`config.mk`:
```
export PLATFORM = sky130hd
export DESIGN_NAME = i2c_bit_engine
export DESIGN_NICKNAME = d
export VERILOG_FILES = /design/src/rtl/i2c_eng_pkg.sv /design/src/rtl/i2c_eng_timing.sv /design/src/rtl/i2c_eng_timer.sv /design/src/rtl/i2c_bit_engine.sv
export SDC_FILE = /design/constraint.sdc
export NUM_CORES = 1
export LEC_CHECK = 0
export ABC_AREA = 1
export BUFFER_PORTS_ARGS = -buffer_cell sky130_fd_sc_hd__buf_2
export CAP_MARGIN = 20
export CORE_MARGIN = 4
export CORE_UTILIZATION = 30
export CTS_CLUSTER_SIZE = 24
export DETAILED_ROUTE_END_ITERATION = 12
export GPL_ROUTABILITY_DRIVEN = 0
export GPL_TIMING_DRIVEN = 0
export HOLD_SLACK_MARGIN = 0.05
export PLACE_DENSITY_LB_ADDON = 0.1
export SLEW_MARGIN = 10
export SYNTH_ARGS = -nofsm -noshare
export SYNTH_HDL_FRONTEND = slang
export SYNTH_SLANG_ARGS = --single-unit
```
`constraint.sdc`:
```
create_clock -name clk -period 5.5 [get_ports clk]
set_input_delay 0.275 -clock clk [delete_from_list [all_inputs] [get_ports clk]]
set_output_delay 0.275 -clock clk [all_outputs]
set_load 0.05 [all_outputs]
```
`src/rtl/i2c_eng_pkg.sv`:
```
package i2c_eng_pkg;

    localparam int BYTE_W = 8;
    localparam int ACK_SLOT = BYTE_W;

    typedef enum logic [3:0] {
        S_IDLE      = 4'd0,
        S_RS_HIGH   = 4'd1,
        S_START     = 4'd2,
        S_LOW       = 4'd3,
        S_HIGH      = 4'd4,
        S_STOP_LOW  = 4'd5,
        S_STOP_HIGH = 4'd6,
        S_PARK_LOW  = 4'd7,
        S_DONE      = 4'd8
    } eng_state_t;

endpackage

```
`src/rtl/i2c_eng_timing.sv`:
```
// Assembles the split phase counts and clamps every length to at least 1.
module i2c_eng_timing #(
    parameter int TIMER_W = 32
) (
    input  logic [TIMER_W-1:0] tim_word0,
    input  logic [TIMER_W-1:0] tim_word1,
    input  logic [TIMER_W-1:0] tim_start_hold,
    output logic [TIMER_W-1:0] hi_len,
    output logic [TIMER_W-1:0] lo_len,
    output logic [TIMER_W-1:0] sh_len
);
    localparam int HALF = TIMER_W / 2;
    localparam int NLEN = 3;

    logic [TIMER_W-1:0] raw [NLEN];
    logic [TIMER_W-1:0] fixed [NLEN];

    always_comb begin
        raw[0] = {tim_word1[TIMER_W-1:HALF], tim_word0[TIMER_W-1:HALF]};
        raw[1] = {tim_word1[HALF-1:0], tim_word0[HALF-1:0]};
        raw[2] = tim_start_hold;
    end

    for (genvar g = 0; g < NLEN; g++) begin : g_clamp
        assign fixed[g] = (raw[g] == '0) ? TIMER_W'(1) : raw[g];
    end

    assign hi_len = fixed[0];
    assign lo_len = fixed[1];
    assign sh_len = fixed[2];
endmodule

```
`src/rtl/i2c_eng_timer.sv`:
```
// Phase timer: counts cycles inside one bus phase.
module i2c_eng_timer #(
    parameter int TIMER_W = 32
) (
    input  logic               clk,
    input  logic               rst_n,
    input  logic               clr,
    input  logic               en,
    input  logic [TIMER_W-1:0] len,
    output logic               fresh,
    output logic               last,
    output logic               mid
);
    logic [TIMER_W-1:0] cnt_d, cnt_q;

    always_comb begin
        cnt_d = cnt_q;
        if (clr) begin
            cnt_d = '0;
        end else if (en) begin
            cnt_d = cnt_q + TIMER_W'(1);
        end
    end

    always_ff @(posedge clk or negedge rst_n) begin
        if (!rst_n) begin
            cnt_q <= '0;
        end else begin
            cnt_q <= cnt_d;
        end
    end

    assign fresh = (cnt_q == '0);
    assign last  = (cnt_q >= len - TIMER_W'(1));
    assign mid   = (cnt_q == (len >> 1));
endmodule

```
`src/rtl/i2c_bit_engine.sv`:
```
module i2c_bit_engine
    import i2c_eng_pkg::*;
#(
    parameter int CNT_W   = 8,
    parameter int TIMER_W = 32
) (
    input  logic               clk,
    input  logic               rst_n,
    input  logic               cmd_go,
    input  logic               cmd_read,
    input  logic               cmd_hold_bus,
    input  logic [6:0]         cmd_addr,
    input  logic [CNT_W-1:0]   cmd_count,
    input  logic [TIMER_W-1:0] tim_word0,
    input  logic [TIMER_W-1:0] tim_word1,
    input  logic [TIMER_W-1:0] tim_start_hold,
    input  logic               tx_valid,
    input  logic [7:0]         tx_data,
    output logic               tx_take,
    input  logic               rx_ready,
    output logic [7:0]         rx_data,
    output logic               rx_push,
    input  logic               sda_in,
    output logic               scl_oe,
    output logic               sda_oe,
    output logic               busy,
    output logic               nack,
    output logic               done
);
    localparam int BIT_W = $clog2(ACK_SLOT + 1);

    typedef struct packed {
        eng_state_t        st;
        logic              scl_low;
        logic              sda_low;
        logic [BYTE_W-1:0] sh;
        logic [BIT_W-1:0]  bit_idx;
        logic              is_addr;
        logic              rd;
        logic              hold;
        logic [CNT_W-1:0]  left;
        logic              nack;
    } eng_regs_t;

    eng_regs_t cur_q, nxt_d;

    logic [TIMER_W-1:0] hi_len, lo_len, sh_len, ph_len;
    logic               t_fresh, t_last, t_mid, t_clr, stall;
    logic               is_ack_slot, wr_load, rd_hand, last_byte, finish;

    i2c_eng_timing #(.TIMER_W(TIMER_W)) u_timing (
        .tim_word0      (tim_word0),
        .tim_word1      (tim_word1),
        .tim_start_hold (tim_start_hold),
        .hi_len         (hi_len),
        .lo_len         (lo_len),
        .sh_len         (sh_len)
    );

    always_comb begin
        case (cur_q.st)
            S_START:                       ph_len = sh_len;
            S_HIGH, S_STOP_HIGH, S_RS_HIGH: ph_len = hi_len;
            default:                       ph_len = lo_len;
        endcase
    end

    i2c_eng_timer #(.TIMER_W(TIMER_W)) u_timer (
        .clk   (clk),
        .rst_n (rst_n),
        .clr   (t_clr),
        .en    (!stall),
        .len   (ph_len),
        .fresh (t_fresh),
        .last  (t_last),
        .mid   (t_mid)
    );

    always_comb begin
        is_ack_slot = (cur_q.bit_idx == BIT_W'(ACK_SLOT));
        wr_load     = !cur_q.is_addr && !cur_q.rd && (cur_q.bit_idx == '0);
        rd_hand     = !cur_q.is_addr && cur_q.rd && is_ack_slot;
        last_byte   = cur_q.is_addr ? (cur_q.left == '0) : (cur_q.left == CNT_W'(1));
    end

    always_comb begin
        nxt_d   = cur_q;
        stall   = 1'b0;
        tx_take = 1'b0;
        rx_push = 1'b0;
        finish  = 1'b0;
        case (cur_q.st)
            S_IDLE: begin
                if (cmd_go) begin
                    nxt_d.nack    = 1'b0;
                    nxt_d.rd      = cmd_read;
                    nxt_d.hold    = cmd_hold_bus;
                    nxt_d.left    = cmd_count;
                    nxt_d.is_addr = 1'b1;
                    nxt_d.bit_idx = '0;
                    nxt_d.sh      = {cmd_addr, cmd_read};
                    if (cur_q.scl_low) begin
                        nxt_d.st      = S_RS_HIGH;
                        nxt_d.scl_low = 1'b0;
                    end else begin
                        nxt_d.st      = S_START;
                        nxt_d.sda_low = 1'b1;
                    end
                end
            end
            S_RS_HIGH: begin
                if (t_last) begin
                    nxt_d.st      = S_START;
                    nxt_d.sda_low = 1'b1;
                end
            end
            S_START: begin
                if (t_last) begin
                    nxt_d.st      = S_LOW;
                    nxt_d.scl_low = 1'b1;
                end
            end
            S_LOW: begin
                if (t_fresh) begin
                    if (wr_load) begin
                        if (!tx_valid) begin
                            stall = 1'b1;
                        end else begin
                            nxt_d.sh      = tx_data;
                            nxt_d.sda_low = !tx_data[BYTE_W-1];
                            tx_take       = 1'b1;
                        end
                    end else if (rd_hand) begin
                        if (!rx_ready) begin
                            stall = 1'b1;
                        end else begin
                            rx_push       = 1'b1;
                            nxt_d.sda_low = (cur_q.left > CNT_W'(1));
                        end
                    end else if (is_ack_slot || (cur_q.rd && !cur_q.is_addr)) begin
                        nxt_d.sda_low = 1'b0;
                    end else begin
                        nxt_d.sda_low = !cur_q.sh[BYTE_W-1];
                    end
                end
                if (t_last && !stall) begin
                    nxt_d.st      = S_HIGH;
                    nxt_d.scl_low = 1'b0;
                end
            end
            S_HIGH: begin
                if (t_mid) begin
                    if (!is_ack_slot) begin
                        nxt_d.sh = {cur_q.sh[BYTE_W-2:0], sda_in};
                    end else if ((cur_q.is_addr || !cur_q.rd) && sda_in) begin
                        nxt_d.nack = 1'b1;
                    end
                end
                if (t_last) begin
                    nxt_d.scl_low = 1'b1;
                    if (!is_ack_slot) begin
                        nxt_d.bit_idx = cur_q.bit_idx + BIT_W'(1);
                        nxt_d.st      = S_LOW;
                    end else begin
                        nxt_d.bit_idx = '0;
                        nxt_d.is_addr = 1'b0;
                        if (!cur_q.is_addr) begin
                            nxt_d.left = cur_q.left - CNT_W'(1);
                        end
                        finish = nxt_d.nack || last_byte;
                        if (finish) begin
                            nxt_d.st = cur_q.hold ? S_PARK_LOW : S_STOP_LOW;
                        end else begin
                            nxt_d.st = S_LOW;
                        end
                    end
                end
            end
            S_STOP_LOW: begin
                if (t_fresh) begin
                    nxt_d.sda_low = 1'b1;
                end
                if (t_last) begin
                    nxt_d.st      = S_STOP_HIGH;
                    nxt_d.scl_low = 1'b0;
                end
            end
            S_STOP_HIGH: begin
                if (t_last) begin
                    nxt_d.sda_low = 1'b0;
                    nxt_d.st      = S_DONE;
                end
            end
            S_PARK_LOW: begin
                if (t_fresh) begin
                    nxt_d.sda_low = 1'b0;
                end
                if (t_last) begin
                    nxt_d.st = S_DONE;
                end
            end
            S_DONE: begin
                nxt_d.st = S_IDLE;
            end
            default: begin
                nxt_d.st = S_IDLE;
            end
        endcase
        t_clr = (nxt_d.st != cur_q.st);
    end

    always_ff @(posedge clk or negedge rst_n) begin
        if (!rst_n) begin
            cur_q.st      <= S_IDLE;
            cur_q.scl_low <= 1'b0;
            cur_q.sda_low <= 1'b0;
            cur_q.sh      <= '0;
            cur_q.bit_idx <= '0;
            cur_q.is_addr <= 1'b0;
            cur_q.rd      <= 1'b0;
            cur_q.hold    <= 1'b0;
            cur_q.left    <= '0;
            cur_q.nack    <= 1'b0;
        end else begin
            cur_q <= nxt_d;
        end
    end

    assign scl_oe  = cur_q.scl_low;
    assign sda_oe  = cur_q.sda_low;
    assign busy    = (cur_q.st != S_IDLE);
    assign done    = (cur_q.st == S_DONE);
    assign nack    = cur_q.nack;
    assign rx_data = cur_q.sh;
endmodule

```
==> impl_metrics.ini, run 1 <==
[status]
status = finished, final reports clean

[die]
core_um2 = 22000
die-height_um = 158
die-area_um2 = 25000
io_pins = 142
initial_core_util_pct = 30.7
fp.dieW_um = 158
rows = 54

[sta]
fmax_ghz = 0.187
hold_viol_final = 0
setup_tns_ns = 0
rsz0062_at_grt = true
slew_headroom_pct = 42.6
whs_ns = 0.193
slew_violations = 0
report.final.setup_viol = 0
setup_ws_ns = 0.153
post-route-period-util_pct = 97.2
layout_min_cycle_time_ns = 5.35
tightest_slew_ns = 0.858
finalClockSkew_ns = 0.00531

[detailed_routing]
via_per_inst = 4.98
drt_wl_total_um = 25900
drc = 0
vias = 7589
dr.first_iter.drc_count = 417
drtPass1Iterations = 5
antenna_left = 0
wl_per_cell_um = 17.0

[cells_and_area]
syn_to_final_growth_pct = 30.4
nNetsFinal = 1407
fin_util_pct = 40.0
drive_above_1_share_pct = 27.1
layout_common_cells = nand2_1 (244), buf_2 (142), inv_1 (136), nor2_1 (99), dfrtp_1 (59)
antennaDiodeCount = 0
final_cell_area_um2 = 8820
layout_commonest_cell = nand2_1

[global_routing]
grt_usage_pct = 20.6
grt_max_degree = 55
grt_pass1_wl_um = 40100
grt-busiest-layer = met2
grt_antenna_before_repair = 1
grtUsageMet2_pct = 34.7
use_met1_pct = 28.5
gr-total-overflow = 0
grtUsageMet3_pct = 2.93
grt_pass1_vias = 7389

[clock_network]
cts_tree = yes
clkTransAtPathRegs_ns = 0.05
cts.path.max_buffers = 2
cts-buffers-inserted = 9
h-tree-depth = 3
cts-root-buf = clkbuf_16
clock_sinks = 62
clk_latency_ns = 0.33

[placement]
dpl_worst_slack_ns = -1.32
port_buffers = 141
place_area_um2 = 7850
place_hpwl_um = 20900

[setup_path]
cp_common_cell = buf_4
required_ns = 5.72
cp_slowest_stage_delay_ns = 0.42
crit_type = reg2reg
path_max_fanout = 7
cp.arrival_ns = 5.57
slowest_stage = dfrtp_2
path_delay_family = simple AND/OR/NAND/NOR gates
cp-start-kind = flop
crit_buf_inv = 11
endpoint_kind = flop

[pwr]
p_leak_nw = 4.29
p_per_area_nw_per_um2 = 153
peakVddDrop_mv = 0.116

[synthesis]
synthTopCellsByArea = dfrtp_1 (23%), nand2_1 (14%), inv_1 (7.9%)
synth_area_um2 = 6760
yosys_warnings = 0
synth.avg_cell_area_um2 = 6.46
yosysSeqAreaShare_pct = 22.9
synth_top_area_cell = dfrtp_1
synth_top_area_share_pct = 22.9
synth_seq_cells = 62
synthCells = 1047
syn_nets = 1213
ys_types = 48

[run]
maxCapViolations = 0

[min_path]
hp-class = in2reg
## Yosys cell counts (all sizes together)
| cell | instances |
|---|---|
| a211oi | 3 |
| a21boi | 1 |
| a21o | 1 |
| a21oi | 53 |
| a221oi | 7 |
| a22o | 1 |
| a22oi | 12 |
| a31oi | 1 |
| buf | 23 |
| clkbuf | 4 |
| dfrtp | 62 |
| ha | 39 |
| inv | 146 |
| mux2 | 1 |
| nand2 | 274 |
| nand3 | 65 |
| nand3b | 2 |
| nand4 | 31 |
| nor2 | 145 |
| nor3 | 26 |
| nor3b | 2 |
| nor4 | 35 |
| nor4b | 1 |
| o2111ai | 2 |
| o211ai | 3 |
| o21a | 2 |
| o21ai | 47 |
| o221ai | 1 |
| o22ai | 2 |
| o31ai | 2 |
| o32ai | 1 |
| or2 | 2 |
| xnor2 | 7 |
| xor2 | 43 |
## where the power goes
| part | switching, mW | leakage [nW] | internal (mW) |
|---|---|---|---|
| clock network | 0.208 | 0.137 | 0.324 |
| registers | 0.00638 | 0.808 | 0.460 |
| logic | 0.210 | 3.34 | 0.140 |
## through the flow
step,power [mW],instances
after floorplan,0.659,1047
after global placement,0.781,1468
after detailed placement,0.784,1469
after CTS,1.35,1519
after global routing,1.43,1525
final,1.35,1525
## final timing paths
| check | start | endpoint | slack [ns] | cells after the start |
|---|---|---|---|---|
| max in group asynchronous | rst_n | cur_q[28]$_DFF_PN0_ | 4.62 | 3 |
| worst min register to register | sda_oe$_DFFE_PN0P_ | sda_oe$_DFFE_PN0P_ | 0.49 | 2 |
| min in group asynchronous | rst_n | u_timer.cnt_q[10]$_DFFE_PN0P_ | 0.35 | 2 |
| worst max-delay path | cur_q[26]$_DFF_PN0_ | cur_q[28]$_DFF_PN0_ | 0.15 | 30 |
| worst min-delay path | cmd_hold_bus | cur_q[9]$_DFFE_PN0P_ | 0.19 | 3 |
| worst max register to register | cur_q[26]$_DFF_PN0_ | cur_q[28]$_DFF_PN0_ | 0.15 | 30 |
## worst reg2reg max path: cells and delay by family (launching register included)
kind | cells | cell delay (ns)
AND/OR/NAND/NOR | 15 | 2.57
adder cells (fa/ha/maj) | 1 | 0.26
buffers and inverters | 11 | 1.36
AO/OA/AOI/OAI | 2 | 0.44
XOR/XNOR | 1 | 0.18
flip-flops | 1 | 0.42
## final cells by class
type / count / area, um^2
Clock buffer: 11 / 253
Inverter: 146 / 551
Timing Repair Buffer: 183 / 1070
Buffer: 27 / 262
Fill cell: 2407 / 13200
Multi-Input combinational cell: 812 / 4760
Sequential cell: 62 / 1560
Clock inverter: 4 / 22.5
Tap cell: 280 / 350
## registers in the layout, indices dropped and copies added (netlist names)
signal	flops
cur_q	19
nack	1
rx_data	8
scl_oe	1
sda_oe	1
u_timer.cnt_q	32
## routing by layer
layer / vias up / wire length [um]
met1: 3512 / 12300
met3: 16 / 1320
met2: 203 / 12100
li1: 3856 / -
met5: - / 13
met4: 2 / 215
## repair_timing
item,in CTS,in global routing
hold buffers,1,0
endpoints found under the setup margin,51,43
gates resized for setup,49,46
endpoints found under the hold margin,8,0
setup buffers,33,7
cloned,1,0
pin swaps,27,29
## kinds of logic (layout without fill, tap and decap cells)
family / count (synthesis) / after routing / share of synthesized area (%)
AOI/OAI and AO/OA: 139 / 139 / 12.1
xor gates and xnor gates: 50 / 50 / 6.48
adders and majority gates: 39 / 39 / 7.22
buffers and inverters: 173 / 371 / 11.1
DFF: 62 / 62 / 22.9
muxes: 1 / 1 / 0.167
and+or+nand+nor: 583 / 583 / 40.1
No activity file was read; power rests on OpenSTA's default activity.
==> run 2, diff against run 1 <==
Settings changed: ABC_CLOCK_PERIOD_IN_PS from default to 5500, CORE_MARGIN 4 to default.
==> impl_metrics.ini, run 2 (same netlist as run 1, synthesis figures left out) <==
[pwr]
p_leak_nw = 4.37
finalPower_mw = 1.39
p_per_area_nw_per_um2 = 154
peakVddDrop_mv = 0.127

[clock_network]
h-tree-depth = 3
cts-root-buf = clkbuf_16
clkTransAtPathRegs_ns = 0.05
cts-buffers-inserted = 9
cts_tree = yes
clock_sinks = 62
clk_latency_ns = 0.34
cts.path.max_buffers = 2

[setup_path]
path_delay_family = simple AND/OR/NAND/NOR gates
path_max_fanout = 6
rr_worst_depth = 38
crit_type = reg2reg
worst-path-stages = 38
required_ns = 5.77
reg2reg_from = cur_q[27]$_DFF_PN0_
crit_start = cur_q[27]$_DFF_PN0_
cp_slowest_stage_delay_ns = 0.46
crit_end = u_timer.cnt_q[21]$_DFFE_PN0P_
slowest_stage = dfrtp_2
r2r_slack_ns = 0.1
cp.arrival_ns = 5.67
rr_endpoint = u_timer.cnt_q[21]$_DFFE_PN0P_
crit_buf_inv = 8
cp-start-kind = flop
endpoint_kind = flop

[detailed_routing]
via_per_inst = 4.92
drc = 21
drtPass1Iterations = 9
wl_per_cell_um = 16.8
vias = 7481
drt_wl_total_um = 25600
dr.first_iter.drc_count = 417
antenna_left = 0

[sta]
whs_ns = 0.190
slew_violations = 0
setup_ws_ns = 0.0995
slew_headroom_pct = 43.2
fmax_ghz = 0.185
hold_viol_final = 0
report.final.setup_viol = 0
rsz0062_at_grt = true
finalClockSkew_ns = 0.00421
post-route-period-util_pct = 98.2
layout_min_cycle_time_ns = 5.40
tightest_slew_ns = 0.844

[global_routing]
grt_pass1_wl_um = 40000
grt_pass1_vias = 7369
grt_usage_pct = 22.4
grt_antenna_before_repair = 0
grt_max_degree = 60
gr-total-overflow = 0

[die]
die-area_um2 = 23100
initial_core_util_pct = 30.8
core_um2 = 22000
die-height_um = 152
rows = 54
fp.dieW_um = 152
io_pins = 142

[placement]
dpl.cell_count = 1469
dpl_worst_slack_ns = -1.36
place_hpwl_um = 20200
port_buffers = 141

[cells_and_area]
n_fill_cell = 2328
layout_common_cells = nand2_1 (239), buf_2 (142), inv_1 (134), nor2_1 (99), dfrtp_1 (60)
finalNonFillerCells = 1522
largest_register_ffs = 32
regArea_um2 = 1550
drive_above_1_share_pct = 27.2
antennaDiodeCount = 0
top_register = u_timer.cnt_q
multi_input_area_um2 = 4880
layout_commonest_cell = nand2_1
nNetsFinal = 1403
syn_to_final_growth_pct = 33.5

[status]
status = finished, violations left
violations = DRC

[min_path]
hp-class = in2reg

[run]
maxCapViolations = 0
## run 2: changes by cell type in the layout (fill, tap and decap cells not counted), sizes merged
cell,delta
clkbuf,+2
clkinv,-1
nand3,+1
buf,-5
## run 2: cell type report
type,count,share of cell area (%)
tap,280,3.88
inverter,146,6.10
clock buffer,13,2.99
sequential,62,17.2
buffer,27,3.05
multi-input combinational,813,54.1
timing repair buffer,178,12.5
clock inverter,3,0.194
## run 2: metrics by stage
stage / TNS (ns) / util (%) / cell area [um^2]
3_3_place_gp: -52.60 / 35.6 / 7820
6_report: 0 / 41.1 / 9030
3_5_place_dp: -51.83 / 35.7 / 7850
5_1_grt: -5.11 / 41.1 / 9030
4_1_cts: -1.78 / 40.1 / 8810
2_1_floorplan: 0 / - / 6760
## run 2: repair_timing
| action | in CTS | in global routing |
|---|---|---|
| endpoints found under the hold margin | 62 | 0 |
| endpoints found under the setup margin | 51 | 40 |
| resized for setup | 86 | 42 |
| pin swaps | 29 | 35 |
| gates cloned | 4 | 0 |
| hold buffers | 1 | 0 |
| setup buffers | 25 | 7 |
## run 2: tightest hold or removal path: cells and delay by family
kind / cells / cell delay (ns)
compound gates: 1 / 0.10
simple gates: 1 / 0.03
buf+inv: 1 / 0.08
## run 2: worst min-delay path by stage
stage,from,slack [ns],to,depth (start not counted)
2_1_floorplan,rst_n,-0.02,cur_q[10]$_DFFE_PN0P_,0
3_3_place_gp,sda_oe$_DFFE_PN0P_,0.47,sda_oe$_DFFE_PN0P_,2
3_5_place_dp,rst_n,0.09,u_timer.cnt_q[7]$_DFFE_PN0P_,1
4_1_cts,cmd_hold_bus,0.18,cur_q[9]$_DFFE_PN0P_,3
5_1_grt,cmd_read,0.21,cur_q[10]$_DFFE_PN0P_,2
6_report,cmd_hold_bus,0.19,cur_q[9]$_DFFE_PN0P_,3
## run 2: metal layers
metal  part of all wire, %  GRT usage (%)  up-vias
met4                   2.5           7.97        0
met2                    46           37.4      217
met3                   5.2           2.90       29
li1                      -              -     3832
met1                    46           29.5     3403
met5                     0              0        -
## run 2: where the power goes
group / total, mW / switching (mW) / internal [mW]
sequential: 0.467 / 0.00624 / 0.460
combinational: 0.376 / 0.221 / 0.155
clock: 0.552 / 0.211 / 0.340
total: 1.39 / 0.438 / 0.956
==> run 3, diff against run 2 <==
Settings changed: ABC_AREA 1 to default, CORE_UTILIZATION 30 to 24.
==> impl_metrics.ini, run 3 <==
[die]
io_pins = 142
initial_core_util_pct = 24.6
die-area_um2 = 29500
rows = 61
fp.dieW_um = 172
core_um2 = 28000
die-height_um = 172

[cells_and_area]
top_register = u_timer.cnt_q
largest_register_ffs = 32
layout_common_cells = buf_2 (150), nor2_1 (64), dfrtp_1 (60), nand2_1 (53), xnor2_1 (48)
final_cell_area_um2 = 9120
layout_commonest_cell = buf_2
nNetsFinal = 1225
finalNonFillerCells = 1442
antennaDiodeCount = 0
syn_to_final_growth_pct = 32.0
drive_above_1_share_pct = 28.2

[setup_path]
rr_worst_depth = 28
cp.arrival_ns = 5.62
r2r_slack_ns = 0.15
slowest_stage = or4b_4
rr_endpoint = u_timer.cnt_q[19]$_DFFE_PN0P_
reg2reg_from = cur_q[28]$_DFF_PN0_
path_max_fanout = 10
cp_slowest_stage_delay_ns = 0.58
cp-start-kind = flop
required_ns = 5.77
crit_type = reg2reg
cp_common_cell = buf_4
endpoint_kind = flop

[placement]
place_hpwl_um = 24700
dpl_worst_slack_ns = -1.57
place_area_um2 = 8110
port_buffers = 140
dpl.cell_count = 1391

[sta]
layout_min_cycle_time_ns = 5.35
tightest_slew_ns = 0.933
rsz0062_at_grt = true
slew_violations = 0
fmax_ghz = 0.187
finalClockSkew_ns = 0.0148
report.final.setup_viol = 0
hold_viol_final = 0
post-route-period-util_pct = 97.3
setup_ws_ns = 0.149
whs_ns = 0.178
slew_headroom_pct = 37.3

[clock_network]
clk_latency_ns = 0.35
cts.path.max_buffers = 2
cts_tree = yes
h-tree-depth = 3
cts-root-buf = clkbuf_16
cts-buffers-inserted = 9
clkTransAtPathRegs_ns = 0.06
clock_sinks = 62

[synthesis]
synth_xor_xnor_area_share_pct = 9.26
synth_top_area_cell = dfrtp_1
synthAdderAreaFrac_pct = 7.07
synth-compound-area-share_pct = 22.0
synth_enable_flop_cells = 0
ys.flop_type = dfrtp_1
synth_top_area_share_pct = 22.5
synth_area_um2 = 6900
synth.avg_cell_area_um2 = 7.93
synthMuxAreaShare_pct = 1.94
synth_most_common_cell = nor2_1
synth_seq_cells = 62
syn_nets = 1037
synthArstFlopShare_pct = 100
ys_top_cells_by_count = nor2_1 (77), dfrtp_1 (62), nand2_1 (54)
yosys_warnings = 0
synthCells = 871
synth_top_family_by_area = simple AND/OR/NAND/NOR gates
yosys.area_share.simple_pct = 30.9
yosysSeqAreaShare_pct = 22.5
ys_types = 69
synthTopCellsByArea = dfrtp_1 (22%), ha_1 (7.1%), xnor2_1 (6.2%)

[global_routing]
grt_pass1_wl_um = 46500
grt_pass1_vias = 7332
gr-total-overflow = 0
grt_max_degree = 48
grt_antenna_before_repair = 0
grt_usage_pct = 21.1

[detailed_routing]
drt_wl_total_um = 31200
vias = 7758
drtPass1Iterations = 7
wl_per_cell_um = 21.6
dr.first_iter.drc_count = 653
antenna_left = 0
drc = 0
via_per_inst = 5.38

[min_path]
hold_path_startpoint = cmd_hold_bus
hold_path_end = cur_q[9]$_DFFE_PN0P_
hp-class = in2reg
holdPathStages = 2

[run]
maxCapViolations = 0

[pwr]
p_per_area_nw_per_um2 = 378
p_leak_nw = 3.99
peakVddDrop_mv = 0.146

[status]
status = finished, final reports clean
[run 3: where the power goes]
part | internal [mW] | switching (mW) | total [mW] | leakage, nW
logic | 0.885 | 1.30 | 2.19 | 3.03
registers | 0.551 | 0.108 | 0.659 | 0.816
clock network | 0.364 | 0.233 | 0.597 | 0.142
total | 1.80 | 1.65 | 3.45 | 3.99
[run 3: routing by layer]
layer / vias to the layer above / routed length (um) / part of all wire (%) / GRT usage (%)
met4: 0 / 658 / 2.1 / 5.43
met2: 261 / 14000 / 45 / 33.3
met1: 3816 / 14800 / 48 / 30.0
met3: 46 / 1680 / 5.4 / 2.85
li1: 3635 / - / - / -
met5: - / 0 / 0 / 0
[run 3: layout make-up]
class	count	area, um^2
Sequential cell	62	1550
Tap cell	378	473
Inverter	43	168
Buffer	58	394
Clock inverter	5	58.8
Fill cell	3041	18900
Multi-Input combinational cell	705	5190
Timing Repair Buffer	180	1040
Clock buffer	11	243
[run 3: stage by stage]
step	util, %	TNS, ns	power (mW)
after detailed placement	29.0	-74.09	2.58
final	32.5	0	3.45
after CTS	31.2	0	3.28
after floorplan	-	0	1.98
after global routing	32.5	-1.49	3.67
after global placement	28.8	-79.89	2.59
[run 3: worst max path at each step]
stage                        startpoint                             to  slack, ns  cells after the start
global route        cur_q[28]$_DFF_PN0_  u_timer.cnt_q[22]$_DFFE_PN0P_      -0.08                     26
finish              cur_q[28]$_DFF_PN0_  u_timer.cnt_q[19]$_DFFE_PN0P_       0.15                     28
global placement    cur_q[28]$_DFF_PN0_  u_timer.cnt_q[11]$_DFFE_PN0P_      -1.68                     27
detailed placement  cur_q[28]$_DFF_PN0_  u_timer.cnt_q[22]$_DFFE_PN0P_      -1.57                     27
CTS                 cur_q[26]$_DFF_PN0_  u_timer.cnt_q[19]$_DFFE_PN0P_       0.01                     27
floorplan           cur_q[27]$_DFF_PN0_            cur_q[28]$_DFF_PN0_       0.10                     27
[run 3: critical path, delay by kind of cell (launching register included)]
family,cells,cell delay (ns)
flops,1,0.44
compound gates,9,1.70
xor+xnor,1,0.13
buf+inv,10,1.38
simple gates,6,1.32
fa+ha+maj,2,0.30
[run 3: timing repair]
item                                   4_1_cts  5_1_grt
setup buffers                               14       20
setup endpoints to repair                   51       50
gates cloned                                 2        1
pin swaps                                    6       14
gates resized for setup                     50       68
hold buffers                                 1        0
endpoints found under the hold margin       15        0
[run 3: kinds of logic after synthesis]
group	Yosys count
muxes	13
AOI/OAI and AO/OA	210
buffers and inverters	104
adders and majority gates	39
and+or+nand+nor	370
xor gates and xnor gates	73
DFF	62
